### config.mk
export PLATFORM = sky130hd
export DESIGN_NAME = chan_dispatch
export DESIGN_NICKNAME = d
export VERILOG_FILES = /design/src/rtl/chan_dispatch_pkg.sv /design/src/rtl/dsp_reset_sync.sv /design/src/rtl/dsp_sel_decode.sv /design/src/rtl/dsp_hold_slot.sv /design/src/rtl/chan_dispatch.sv
export SDC_FILE = /design/constraint.sdc
export NUM_CORES = 1
export LEC_CHECK = 0
export CORE_UTILIZATION = 40
export CTS_CLUSTER_DIAMETER = 60
export DETAILED_ROUTE_END_ITERATION = 10
export GPL_TIMING_DRIVEN = 1
export PLACE_DENSITY = 0.75
export SYNTH_ARGS = -nofsm -noshare
export SYNTH_HDL_FRONTEND = slang
export SYNTH_HIERARCHICAL = 1
export SYNTH_SLANG_ARGS = --single-unit
### constraint.sdc
create_clock -name clk -period 0.8 [get_ports clk]
set_input_delay 0.24 -clock clk [delete_from_list [all_inputs] [get_ports clk]]
set_output_delay 0.24 -clock clk [all_outputs]
set_load 0.1 [all_outputs]
### src/rtl/chan_dispatch_pkg.sv
package chan_dispatch_pkg;

  // State of one hold-until-done channel.
  typedef enum logic {
    SLOT_IDLE = 1'b0,
    SLOT_HELD = 1'b1
  } slot_state_e;

  // Number of flops in the reset release chain.
  localparam int RST_STAGES = 2;

endpackage

### src/rtl/dsp_reset_sync.sv
module dsp_reset_sync #(
  parameter int STAGES = 2
) (
  input  logic clk,
  input  logic rst_async,
  output logic rst_sync
);

  logic [STAGES-1:0] stg;

  // Assert immediately, release after STAGES edges.
  always_ff @(posedge clk or posedge rst_async) begin
    if (rst_async) begin
      stg <= '1;
    end else begin
      stg <= {stg[STAGES-2:0], 1'b0};
    end
  end

  assign rst_sync = stg[STAGES-1];

endmodule

### src/rtl/dsp_sel_decode.sv
module dsp_sel_decode #(
  parameter int N_CH  = 6,
  parameter int SEL_W = 3
) (
  input  logic             strobe,
  input  logic [SEL_W-1:0] sel,
  output logic [N_CH-1:0]  hit,
  output logic             bad
);

  localparam logic [SEL_W:0] SEL_LIMIT = (SEL_W+1)'(N_CH);

  logic in_range;

  assign in_range = ({1'b0, sel} < SEL_LIMIT);
  assign bad      = strobe & ~in_range;

  for (genvar gi = 0; gi < N_CH; gi++) begin : g_hit
    assign hit[gi] = strobe & in_range & (sel == SEL_W'(gi));
  end

endmodule

### src/rtl/dsp_hold_slot.sv
module dsp_hold_slot
  import chan_dispatch_pkg::*;
(
  input  logic clk,
  input  logic rst,
  input  logic hit,
  input  logic done,
  output logic busy,
  output logic overrun
);

  slot_state_e state;

  always_ff @(posedge clk or posedge rst) begin
    if (rst) begin
      state   <= SLOT_IDLE;
      overrun <= 1'b0;
    end else begin
      case (state)
        SLOT_IDLE: begin
          if (hit) state <= SLOT_HELD;
        end
        SLOT_HELD: begin
          if (done) state <= SLOT_IDLE;
          if (hit) overrun <= 1'b1;
        end
        default: state <= SLOT_IDLE;
      endcase
    end
  end

  assign busy = (state == SLOT_HELD);

endmodule

### src/rtl/chan_dispatch.sv
module chan_dispatch
  import chan_dispatch_pkg::*;
#(
  parameter int N_CH  = 6,
  parameter int SEL_W = 3
) (
  input  logic             clk,
  input  logic             rst_in,
  input  logic             req_strobe,
  input  logic [SEL_W-1:0] req_sel,
  input  logic [N_CH-1:0]  done_in,
  output logic [N_CH-1:0]  busy_out,
  output logic [N_CH-1:0]  overrun_flag,
  output logic             bad_sel_flag
);

  logic            rst_s;
  logic [N_CH-1:0] hit;
  logic            bad_hit;

  dsp_reset_sync #(.STAGES(RST_STAGES)) u_rsync (
    .clk       (clk),
    .rst_async (rst_in),
    .rst_sync  (rst_s)
  );

  dsp_sel_decode #(.N_CH(N_CH), .SEL_W(SEL_W)) u_dec (
    .strobe (req_strobe),
    .sel    (req_sel),
    .hit    (hit),
    .bad    (bad_hit)
  );

  for (genvar gc = 0; gc < N_CH; gc++) begin : g_slot
    dsp_hold_slot u_slot (
      .clk     (clk),
      .rst     (rst_s),
      .hit     (hit[gc]),
      .done    (done_in[gc]),
      .busy    (busy_out[gc]),
      .overrun (overrun_flag[gc])
    );
  end

  always_ff @(posedge clk or posedge rst_s) begin
    if (rst_s) begin
      bad_sel_flag <= 1'b0;
    end else if (bad_hit) begin
      bad_sel_flag <= 1'b1;
    end
  end

endmodule

==> impl_metrics.toml <==
[setup_path]
critPathLaunchType = "register"
r2r_slack_ns = -0.13
worstPathArrival_ns = 0.96
reg2reg_depth = 3
path_delay_family = "flip-flops"
crit_slowest_cell = "dfrtp_4"
timing.rr.start = "g_slot[1].u_slot/busy"
cp_slowest_stage_delay_ns = 0.51
critPathRequiredTime_ns = 0.56
cp-end-kind = "output pin"
path_cells = "buf_12"
worst-path-buf-inv = 1
crit_fanout = 2
r2r_end = "g_slot[1].u_slot/busy"
timing_worst_setup_path_type = "register to output pin"

[cells_and_area]
diodes = 0
final_cell_mix = "inv_1, dfrtp_4, buf_12"
fin_nets = 100
final_common_cell = "inv_1"
syn2layout_area_growth_pct = 87.8
stdcell_area_mm2 = 0.00119
drive_gt1_frac = 0.632
fillerInstances = 92

[drt]
drtPass1Iterations = 4
viasPerCell = 4.79
drt-total-wl_mm = 1.34
dr_wl_met2_um = 675
wl_met3_um = 66
routed.top_layer = "met4"
wl_per_cell_um = 13.0
drc = 0
vias = 493
postRouteAntennaNets = 0
wl_met1_um = 583
drt_iter0_markers = 5

[yosys]
synthCells = 50
ys_seq_area_frac = 0.594
synthDistinctLibCells = 11
synthesis.nets = 62
ys_warn_count = 6
postSynthAreaPerCell_um2 = 12.7
ys_ff_latch = 15
synth_area_um2 = 636

[sta]
tns_ns = -6.25
fin_crit_ns = 1.20
fmax_mhz = 833
hold_violations = 0
final-max-slew-violation-count = 0
setup_slack_ns = -0.401
worst_clock_skew_ns = 0.000866
timing.final.crit_share = 1.50
grt_setup_unrepaired = "yes"
finalSetupViolCount = 26

[grt]
global_route.overflow_total = 0
grt_max_degree = 9
track_usage = 0.172
grt_pass1_vias = 516
antenna_found_initial = 0
grt_pass1_wl_mm = 2.32

[status]
violations = "negative setup slack"
status = "finished with violations"

[cts]
htreeDepth = 1
cts-hold-fix-buffers = 0
cts_buffer_depth = 2
cts_buffers = 3
clock-sinks = 15
cts_tree = "yes"
root_buffer = "clkbuf_4"
clk_latency_ns = 0.28
clk_pin_slew_ns = 0.08

[floorplan]
die_x_um = 41.9
pin_count = 25
coreArea_mm2 = 0.00149
start_util = 0.427
rows = 14
fp.dieH_um = 41.9
dieArea_mm2 = 0.00175

[place]
place_area_mm2 = 0.00109
dp_hpwl_mm = 1.02
place_congestion = 0.720
port_buffers = 24
post-place-ws_ns = -0.620

[pwr]
irDropWorstVdd_v = 0.00144
power_density_mw_per_mm2 = 2240
power_leakage_uw = 0.000545

[min_path]
hp-class = "register to async pin"

[job]
max_cap_viol_count = 0
timing repair:
action | 4_1_cts | 5_1_grt
gates resized for setup | 9 | 9
setup endpoints to repair | 26 | 26
pin swaps | 0 | 1
hold endpoints to repair | 0 | 0
buffers inserted | 6 | 1
cell families after synthesis:
group	after synthesis	synth area share
flip-flops	15	0.594
AND/OR/NAND/NOR	8	0.140
other	1	0.00590
AO/OA/AOI/OAI	6	0.0827
multiplexers	6	0.0945
buffers and inverters	14	0.0827
cells in the mapped netlist (all sizes together):
library cell | instances | share of area
a21o | 6 | 0.083
conb | 1 | 0.0059
dfrtp | 13 | 0.51
inv | 14 | 0.083
and4bb | 3 | 0.059
dfstp | 2 | 0.083
nor4b | 1 | 0.024
or2 | 1 | 0.0098
and4b | 2 | 0.035
and3 | 1 | 0.012
mux2i | 6 | 0.094
power by group:
group / leakage (uW) / internal [uW] / switching, uW
clock network: 0.0000150 / 193 / 230
registers: 0.000169 / 906 / 108
logic: 0.000361 / 498 / 745
per-stage QoR:
| step | hold slack (ns) | cells | util | total power [uW] |
|---|---|---|---|---|
| final | 0.153 | 103 | 0.802 | 2680 |
| after global routing | 0.157 | 103 | 0.802 | 2780 |
| after CTS | 0.153 | 102 | 0.789 | 2670 |
| after detailed placement | 0.151 | 92 | 0.732 | 2220 |
| after global placement | 0.143 | 92 | 0.732 | 2200 |
| after floorplan | 0.114 | 50 | - | 1710 |
how the worst max path moves through the flow:
| stage | cells after the start | startpoint | to |
|---|---|---|---|
| floorplan | 1 | bad_sel_flag | bad_sel_flag |
| global placement | 3 | req_sel[1] | g_slot[1].u_slot/overrun |
| detailed placement | 3 | req_sel[2] | g_slot[3].u_slot/overrun |
| CTS | 1 | g_slot[5].u_slot/busy | busy_out[5] |
| global route | 1 | g_slot[1].u_slot/busy | busy_out[1] |
| finish | 1 | g_slot[2].u_slot/overrun | overrun_flag[2] |
metal layers:
metal	vias to the layer above	global-route usage
met3	2	0.0478
met5	-	0
li1	234	-
met4	0	0.0387
met1	241	0.231
met2	16	0.278
cell type report:
cell class                 instances  area [um2]  area share
multi-input combinational         21         214       0.179
clock buffer                       4        26.3      0.0220
timing repair buffer              33         454       0.381
sequential                        15         427       0.357
inverter                          14        52.6      0.0440
tap                               16        20.0      0.0168
state kept, by name (all words and copies together) (netlist names):
signal,flops
bad_sel_flag,1
g_slot.u_slot/overrun,6
u_rsync/stg,2
g_slot.u_slot/busy,6
Note: power is estimated with default switching activity, not from simulation.
